## config.mk

```make
export PLATFORM = sky130hd
export DESIGN_NAME = hzd_fwd_unit
export DESIGN_NICKNAME = d
export VERILOG_FILES = /design/src/rtl/hzd_pkg.sv /design/src/rtl/hzd_ctrl.sv /design/src/rtl/hzd_path.sv /design/src/rtl/hzd_fwd_unit.sv
export SDC_FILE = /design/constraint.sdc
export NUM_CORES = 1
export LEC_CHECK = 0
export ABC_CLOCK_PERIOD_IN_PS = 4550
export BUFFER_PORTS_ARGS = -buffer_cell sky130_fd_sc_hd__buf_2
export CORE_ASPECT_RATIO = 1.4
export CORE_MARGIN = 4
export CORE_UTILIZATION = 47
export DETAILED_ROUTE_END_ITERATION = 8
export PLACE_DENSITY = 0.81
export SYNTH_ARGS = -nofsm -noshare
export SYNTH_HDL_FRONTEND = slang
export SYNTH_HIERARCHICAL = 1
export SYNTH_SLANG_ARGS = --single-unit
```

## constraint.sdc

```tcl
create_clock -name vclk -period 4.55
set_clock_uncertainty 0.2 [all_clocks]
set_input_delay 0.2275 -clock vclk [all_inputs]
set_output_delay 0.2275 -clock vclk [all_outputs]
set_load 0.005 [all_outputs]
```

## src/rtl/hzd_pkg.sv

```systemverilog
package hzd_pkg;
  typedef enum logic [1:0] {
    EX_PIPE = 2'd0,
    EX_WB   = 2'd1,
    EX_MEM  = 2'd2
  } exSel_e;

  typedef enum logic [1:0] {
    BR_RF  = 2'd0,
    BR_WB  = 2'd1,
    BR_MEM = 2'd2,
    BR_EX  = 2'd3
  } brSel_e;

  typedef struct packed {
    brSel_e selA;
    brSel_e selB;
    logic   zeroA;
    logic   zeroB;
    logic   enable;
    logic   invert;
  } brStrobe_t;
endpackage

```

## src/rtl/hzd_ctrl.sv

```systemverilog
module hzd_ctrl
  import hzd_pkg::*;
#(
  parameter int RW = 5
) (
  input  logic [RW-1:0] decRs,
  input  logic [RW-1:0] decRt,
  input  logic          decUsesRs,
  input  logic          decUsesRt,
  input  logic          decIsBranch,
  input  logic          decBranchNe,
  input  logic [RW-1:0] exRs,
  input  logic [RW-1:0] exRt,
  input  logic [RW-1:0] exDest,
  input  logic          exWrite,
  input  logic          exIsLoad,
  input  logic [RW-1:0] memDest,
  input  logic          memWrite,
  input  logic          memIsStore,
  input  logic [RW-1:0] memStoreReg,
  input  logic [RW-1:0] wbDest,
  input  logic          wbWrite,
  output exSel_e        exSelA,
  output exSel_e        exSelB,
  output logic          memStoreSel,
  output logic          stall,
  output brStrobe_t     strobe
);
  localparam int NOPND = 2;

  function automatic logic hits(input logic wr, input logic [RW-1:0] dst,
                                input logic [RW-1:0] src);
    return wr && (dst != '0) && (dst == src);
  endfunction

  logic [RW-1:0] decSrc [NOPND];
  logic [RW-1:0] exSrc  [NOPND];
  logic [NOPND-1:0] decUses;
  logic [NOPND-1:0] loadUse;
  exSel_e exSel [NOPND];
  brSel_e brSel [NOPND];

  assign decSrc[0] = decRs;
  assign decSrc[1] = decRt;
  assign exSrc[0]  = exRs;
  assign exSrc[1]  = exRt;
  assign decUses   = {decUsesRt, decUsesRs};

  for (genvar i = 0; i < NOPND; i++) begin : g_opnd
    assign exSel[i] = hits(memWrite, memDest, exSrc[i]) ? EX_MEM :
                      hits(wbWrite, wbDest, exSrc[i])   ? EX_WB  : EX_PIPE;
    assign brSel[i] = hits(exWrite, exDest, decSrc[i])  ? BR_EX  :
                      hits(memWrite, memDest, decSrc[i]) ? BR_MEM :
                      hits(wbWrite, wbDest, decSrc[i])   ? BR_WB  : BR_RF;
    assign loadUse[i] = decUses[i] && exIsLoad && hits(exWrite, exDest, decSrc[i]);
  end

  assign stall       = |loadUse;
  assign exSelA      = exSel[0];
  assign exSelB      = exSel[1];
  assign memStoreSel = memIsStore && hits(wbWrite, wbDest, memStoreReg);

  always_comb begin
    strobe.selA   = brSel[0];
    strobe.selB   = brSel[1];
    strobe.zeroA  = (decRs == '0);
    strobe.zeroB  = (decRt == '0);
    strobe.enable = decIsBranch && !stall;
    strobe.invert = decBranchNe;
  end
endmodule

```

## src/rtl/hzd_path.sv

```systemverilog
module hzd_path
  import hzd_pkg::*;
#(
  parameter int DW = 32
) (
  input  brStrobe_t     strobe,
  input  logic [DW-1:0] rfRsData,
  input  logic [DW-1:0] rfRtData,
  input  logic [DW-1:0] exAluResult,
  input  logic          memIsLoad,
  input  logic [DW-1:0] memAluResult,
  input  logic [DW-1:0] memLoadData,
  input  logic [DW-1:0] wbResult,
  output logic          branchTaken,
  output logic          flushFetch
);
  logic [DW-1:0] memValue;
  logic [DW-1:0] opA;
  logic [DW-1:0] opB;
  logic          same;

  assign memValue = memIsLoad ? memLoadData : memAluResult;

  function automatic logic [DW-1:0] pick(input brSel_e sel, input logic zero,
                                         input logic [DW-1:0] rf);
    case (sel)
      BR_EX:   return exAluResult;
      BR_MEM:  return memValue;
      BR_WB:   return wbResult;
      default: return zero ? '0 : rf;
    endcase
  endfunction

  assign opA         = pick(strobe.selA, strobe.zeroA, rfRsData);
  assign opB         = pick(strobe.selB, strobe.zeroB, rfRtData);
  assign same        = (opA == opB);
  assign branchTaken = strobe.enable && (same ^ strobe.invert);
  assign flushFetch  = branchTaken;
endmodule

```

## src/rtl/hzd_fwd_unit.sv

```systemverilog
module hzd_fwd_unit
  import hzd_pkg::*;
#(
  parameter int RW = 5,
  parameter int DW = 32
) (
  input  logic [RW-1:0] decRs,
  input  logic [RW-1:0] decRt,
  input  logic          decUsesRs,
  input  logic          decUsesRt,
  input  logic          decIsBranch,
  input  logic          decBranchNe,
  input  logic [DW-1:0] rfRsData,
  input  logic [DW-1:0] rfRtData,
  input  logic [RW-1:0] exRs,
  input  logic [RW-1:0] exRt,
  input  logic [RW-1:0] exDest,
  input  logic          exWrite,
  input  logic          exIsLoad,
  input  logic [DW-1:0] exAluResult,
  input  logic [RW-1:0] memDest,
  input  logic          memWrite,
  input  logic          memIsLoad,
  input  logic [DW-1:0] memAluResult,
  input  logic [DW-1:0] memLoadData,
  input  logic          memIsStore,
  input  logic [RW-1:0] memStoreReg,
  input  logic [RW-1:0] wbDest,
  input  logic          wbWrite,
  input  logic [DW-1:0] wbResult,
  output logic [1:0]    exSelA,
  output logic [1:0]    exSelB,
  output logic          memStoreSel,
  output logic [1:0]    brSelA,
  output logic [1:0]    brSelB,
  output logic          stall,
  output logic          branchTaken,
  output logic          flushFetch
);
  brStrobe_t strobe;
  exSel_e    exSelAe;
  exSel_e    exSelBe;

  hzd_ctrl #(.RW(RW)) u_ctrl (
    .decRs(decRs), .decRt(decRt), .decUsesRs(decUsesRs), .decUsesRt(decUsesRt),
    .decIsBranch(decIsBranch), .decBranchNe(decBranchNe),
    .exRs(exRs), .exRt(exRt), .exDest(exDest), .exWrite(exWrite), .exIsLoad(exIsLoad),
    .memDest(memDest), .memWrite(memWrite), .memIsStore(memIsStore),
    .memStoreReg(memStoreReg), .wbDest(wbDest), .wbWrite(wbWrite),
    .exSelA(exSelAe), .exSelB(exSelBe), .memStoreSel(memStoreSel),
    .stall(stall), .strobe(strobe)
  );

  hzd_path #(.DW(DW)) u_path (
    .strobe(strobe), .rfRsData(rfRsData), .rfRtData(rfRtData),
    .exAluResult(exAluResult), .memIsLoad(memIsLoad), .memAluResult(memAluResult),
    .memLoadData(memLoadData), .wbResult(wbResult),
    .branchTaken(branchTaken), .flushFetch(flushFetch)
  );

  assign exSelA = exSelAe;
  assign exSelB = exSelBe;
  assign brSelA = strobe.selA;
  assign brSelB = strobe.selB;
endmodule

```

==> run metrics, run 1 <==
gr ovfl total=0; top-count cell post-synth=nand2_1; GP Congestion=a little under 1; Placed Area=6228 um2; Setup crit start kind=input port; Cell Pwr Density=100.4 nW/um2; WL per Instance=21.71 um; Worst setup EP type=output port; flip-flop and latch count=0; Worst EP arrival=4420 ps; first-pass GRT wire length=33200 um; Layout clock buffers=0; Layout area overhead=57.71%; Slew headroom=0.5897; nets=1205; Mapped Cells=between 600 and 700; Synth cell types=76; Die W=90.45 um; DRT antenna net count=0; synth cell count leaders=55 x nand2_1, 54 x a21oi_1, 46 x buf_2; Net Count, Synth=893; Fill cells=644; failing checks=negative setup slack; Leakage=3.234 nW; drt first pass iters=6; Worst Tran Pin Value=606.9 ps; Tmin final=4852 ps; GR Util All Layers=0.3604; core area=9131 um2; cts hold-fix bufs=0; top post-synthesis cells by area=mux2i_1 6.3%, xnor2_1 6.1%, a21oi_1 6.0%; placed insts=1031; Reg area=0 um2; final setup vio count=2; initial antenna violation count=4; final instance area=7054 um2; worst vdd ir=just over 60 uV; worst-path fanout max=6; IO buf count=254; achievable frequency=206.1 MHz; share of layout cells above drive strength 1=0.4891; synthesized area per cell=6.871 um2; HPWL after DPL=16460 um; synth warn=6; hold_ws=between 500 and 600 ps; Final Util=0.7725; unrepaired setup endpoints after global routing=true; via count=about 7300; Seq/Total Area, Yosys=0; Yosys top cell by area=mux2i_1; total I/O pin count=254; Final period util=1.066; class of the worst hold path=input port to output port; Non-Filler Instances=1072; vias in the first global route=roughly 6900; chip height=123.4 um; Hold Violations, Final=0; initial core utilization=0.4899; status=finished with violations; Remaining DRCs=0; Pins Over Slew Limit=0; post-synthesis instance area=4473 um2; largest net degree at the start of global routing=31; Pwr Total=roughly 0.7 mW; num rows=41; initial DRC count=905; Worst Path Required=4120 ps; vias per cell=6.772; Worst Setup Slack, final=-301.9 ps; Die ar.=11160 um2; routed wire length=23280 um; CP Class=input port to output port; Yosys top cell area share=0.06266; max-cap violation count=0
==> worst max-delay path: stages <==
cell and delay, ps:
buf_6 100, or4_4 530, o21ai_4 220, buf_6 130, nor4_2 40, o41ai_4 420
buf_6 190, nor4b_1 90, a211o_1 350, a2111oi_2 370, a211o_1 180, nand4_1 150
or4_4 580, nor4_4 320, buf_4 170, mux2i_4 210, buf_2 140
==> cell families (layout without fill, tap and decap cells) <==
family	count (synthesis)	count (layout)	synth area share
AOI/OAI and AO/OA	236	236	0.3743
xor gates and xnor gates	60	60	0.1175
buffers and inverters	70	380	0.08503
muxes	44	44	0.1105
other	0	4	0
and+or+nand+nor	241	241	0.3127
==> layout by cell type, fill, tap and decap left out, drive strengths merged, types with 13 or more instances in the layout <==
cell	n
buf	374
nand2	56
mux2i	28
a221oi	14
mux2	13
o21ai	35
a211oi	14
nor2	39
xnor2	31
xor2	29
or3b	22
or4	13
nor3	15
nand3	19
a21oi	54
a22oi	21
==> power breakdown <==
part	leakage (nW)	total, mW	internal (mW)	switching, mW
Combinational	3.23	0.708	0.349	0.359
Sequential	0	0	0	0
Clock	0.0000254	0.000000118	0.000000118	0
==> metrics by stage <==
| stage | setup TNS, ps | worst slack [ps] |
|---|---|---|
| global route | -728.8 | -364.4 |
| finish | -602.0 | -301.9 |
| global placement | -608.3 | -304.2 |
| floorplan | 0 | 114.4 |
| detailed placement | -613.8 | -308.2 |
| CTS | -134.1 | -68.37 |
==> repair_timing <==
action                                  in CTS  in global routing
endpoints found under the setup margin       2                  2
resized for setup                           48                 57
pin swaps                                   14                 27
gates cloned                                 1                  2
setup buffers                               17                 19
==> metal layers <==
metal	share of wire	GRT usage
met1	0.32	0.3896
met2	0.48	0.6517
met5	0.00052	0
met3	0.14	0.09251
met4	0.068	0.1839
==> area by class of cell <==
| class | count | area [um2] | share of cell area |
|---|---|---|---|
| antenna | 4 | 10.01 | 0.001419 |
| inverter | 4 | 18.77 | 0.002661 |
| multi-input combinational | 581 | 4459 | 0.6321 |
| tap | 107 | 133.9 | 0.01898 |
| timing repair buffer | 376 | 2432 | 0.3448 |
==> worst paths after layout <==
kind        from     endpoint  slack [ps]  depth (start not counted)
max   memDest[1]   flushFetch        -300                         17
min   memIsStore  memStoreSel         550                          4
Power figures use the tool's default switching activity.
==> run 2, diff against run 1 <==
--- a/config.mk
+++ b/config.mk
@@ -5,13 +5,14 @@
 export SDC_FILE = /design/constraint.sdc
 export NUM_CORES = 1
 export LEC_CHECK = 0
-export ABC_CLOCK_PERIOD_IN_PS = 4550
+export ABC_CLOCK_PERIOD_IN_PS = 3950
 export BUFFER_PORTS_ARGS = -buffer_cell sky130_fd_sc_hd__buf_2
-export CORE_ASPECT_RATIO = 1.4
+export CORE_ASPECT_RATIO = 1.75
 export CORE_MARGIN = 4
-export CORE_UTILIZATION = 47
+export CORE_UTILIZATION = 43
 export DETAILED_ROUTE_END_ITERATION = 8
-export PLACE_DENSITY = 0.81
+export GPL_ROUTABILITY_DRIVEN = 0
+export PLACE_DENSITY = 0.78
 export SYNTH_ARGS = -nofsm -noshare
 export SYNTH_HDL_FRONTEND = slang
 export SYNTH_HIERARCHICAL = 1
==> constraint.sdc (replaced) <==
create_clock -name vclk -period 3.95
set_clock_uncertainty 0.2 [all_clocks]
set_input_delay 0.1975 -clock vclk [all_inputs]
set_output_delay 0.1975 -clock vclk [all_outputs]
set_load 0.005 [all_outputs]
==> run 2 against run 1 <==
The flow still finishes with violations (negative setup slack). Sequential share of layout area unchanged. Utilization down 4.8 points. First-iteration DRC count down 22%. Critical path type unchanged. Largest cell class unchanged. Highest routed layer unchanged.
==> run metrics, run 2 (synthesis results as in run 1) <==
total I/O pin count=254; Hold Violations, Final=0; Fill cells=775; worst vdd ir=66.46 uV; flip-flop and latch count=0; Final period util=1.191; share of layout cells above drive strength 1=0.5139; Die ar.=12160 um2; initial core utilization=0.4369; GR Util All Layers=0.3463; Worst EP arrival=around 4300 ps; Worst setup EP type=output port; pre-CTS worst setup slack=-610.5 ps; max-cap violation count=0; Setup crit start=wbDest[4]; routed wire length=approximately 24000 um; chip height=142.9 um; most frequent cells in the layout=248 x buf_2, 150 x buf_4, 54 x nand2_1, 52 x a21oi_1, 36 x nor2_1; drt first pass iters=8; Tmin final=4705 ps; IO buf count=254; Remaining DRCs=0; num rows=49; Worst Tran Pin Value=roughly 580 ps; Worst path top cell family by delay=compound AO/OA/AOI/OAI gates; vias per cell=6.400; unrepaired setup endpoints after global routing=true; Slowest Stage Delay on Critical Path=510 ps; DRT antenna net count=0; hold_ws=483.2 ps; Reg area=0 um2; Cell Pwr Density=116.0 nW/um2; Leakage=between 3 and 4 nW; failing checks=negative setup slack; Fin Setup TNS=-1510 ps; initial DRC count=708; Worst Path Required=3550 ps; CP Cell Sequence=buf_4 -> or4_4 -> o21ai_4 -> buf_4 -> or4_4 -> o41ai_4 -> buf_4 -> buf_6 -> buf_4 -> nor4b_1 -> a311o_1 -> a211oi_2 -> a221o_1 -> o311ai_2 -> or4_4 -> nor4_4 -> buf_4 -> mux2i_2 -> buf_2; CP Class=input port to output port; Pins Over Slew Limit=0; status=finished with violations; CP bufs+invs=7; most common cell after layout, fill and taps aside=buf_2; Slew headroom=0.6152; nets=1252; initial antenna violation count=3; HPWL after DPL=17890 um; class of the worst hold path=input port to output port; Layout clock buffers=0; area occupied by multi-input gates=4483 um2; largest net degree at the start of global routing=22; CP dominant cell by count=buf_4; worst-path fanout max=5; via count=7270; achievable frequency=212.5 MHz; first-pass GRT wire length=34230 um; Die W=85.10 um; Setup crit start kind=input port; final setup vio count=2; vias in the first global route=7095; core area=between 10000 and 15000 um2; WL per Instance=21.06 um; Worst Setup Slack, final=-755.2 ps; Layout area overhead=65.87%; Hold Path Origin=memIsStore; gr ovfl total=0; slowest stage cell, crit path=or4_4
[run 2: changes by cell type in the layout (fill, tap and decap cells not counted), moves of 2 or more]
| cell | change |
|---|---|
| a22oi_1 | +2 |
| buf_6 | -3 |
| diode_2 | -3 |
| o21ai_1 | -3 |
| a211oi_2 | +5 |
| a221oi_2 | -2 |
| buf_4 | +52 |
| o21ai_0 | +3 |
| a221oi_1 | +2 |
| nor4_4 | +2 |
| a211oi_1 | -4 |
| a22oi_2 | -2 |
| nor2_1 | +2 |
[run 2: per-stage QoR]
| stage | std cells | util | area [um2] | total power [mW] |
|---|---|---|---|---|
| after floorplan | 651 | - | 4588 | 0.4108 |
| after global placement | 1095 | 0.6528 | 6684 | 0.7199 |
| after detailed placement | 1095 | 0.6528 | 6684 | 0.7367 |
| after CTS | 1121 | 0.6911 | 7076 | 0.7806 |
| after global routing | 1135 | 0.7244 | 7417 | 0.9127 |
| final | 1136 | 0.7247 | 7420 | 0.8603 |
[run 2: path summary, 6_finish.rpt]
check	cells after the start	slack, ps	end
worst max-delay path	19	-760	flushFetch
worst min-delay path	4	480	memStoreSel
[run 2: worst min-delay path: cells and delay by family]
family / cells / cell delay [ps]
simple gates: 2 / 80
buf+inv: 2 / 200
[run 2: layout make-up]
| cell class | instances | share of cell area |
|---|---|---|
| antenna | 1 | 0.0003373 |
| inverter | 4 | 0.002530 |
| multi-input combinational | 581 | 0.6042 |
| tap | 127 | 0.02142 |
| timing repair buffer | 423 | 0.3715 |
[run 2: timing repair]
item	CTS	global route
setup buffers	25	15
resized for setup	40	42
gates cloned	2	0
hold buffers	0	0
pin swaps	21	26
endpoints found under the setup margin	2	2
[run 2: where the power goes]
group	switching, mW	total [mW]	internal, mW
sequential	0	0	0
clock	0	0.0000000339	0.0000000338
combinational	0.432	0.860	0.428
total	0.432	0.860	0.428
[run 2: per-layer routing]
layer | vias to the layer above | GRT usage | routed length [um]
met1 | 3253 | 0.3460 | 7533
met4 | 2 | 0.2360 | 1926
met5 | - | 0 | 7
met2 | 604 | 0.6262 | 11670
li1 | 3244 | - | -
met3 | 167 | 0.07737 | 2793
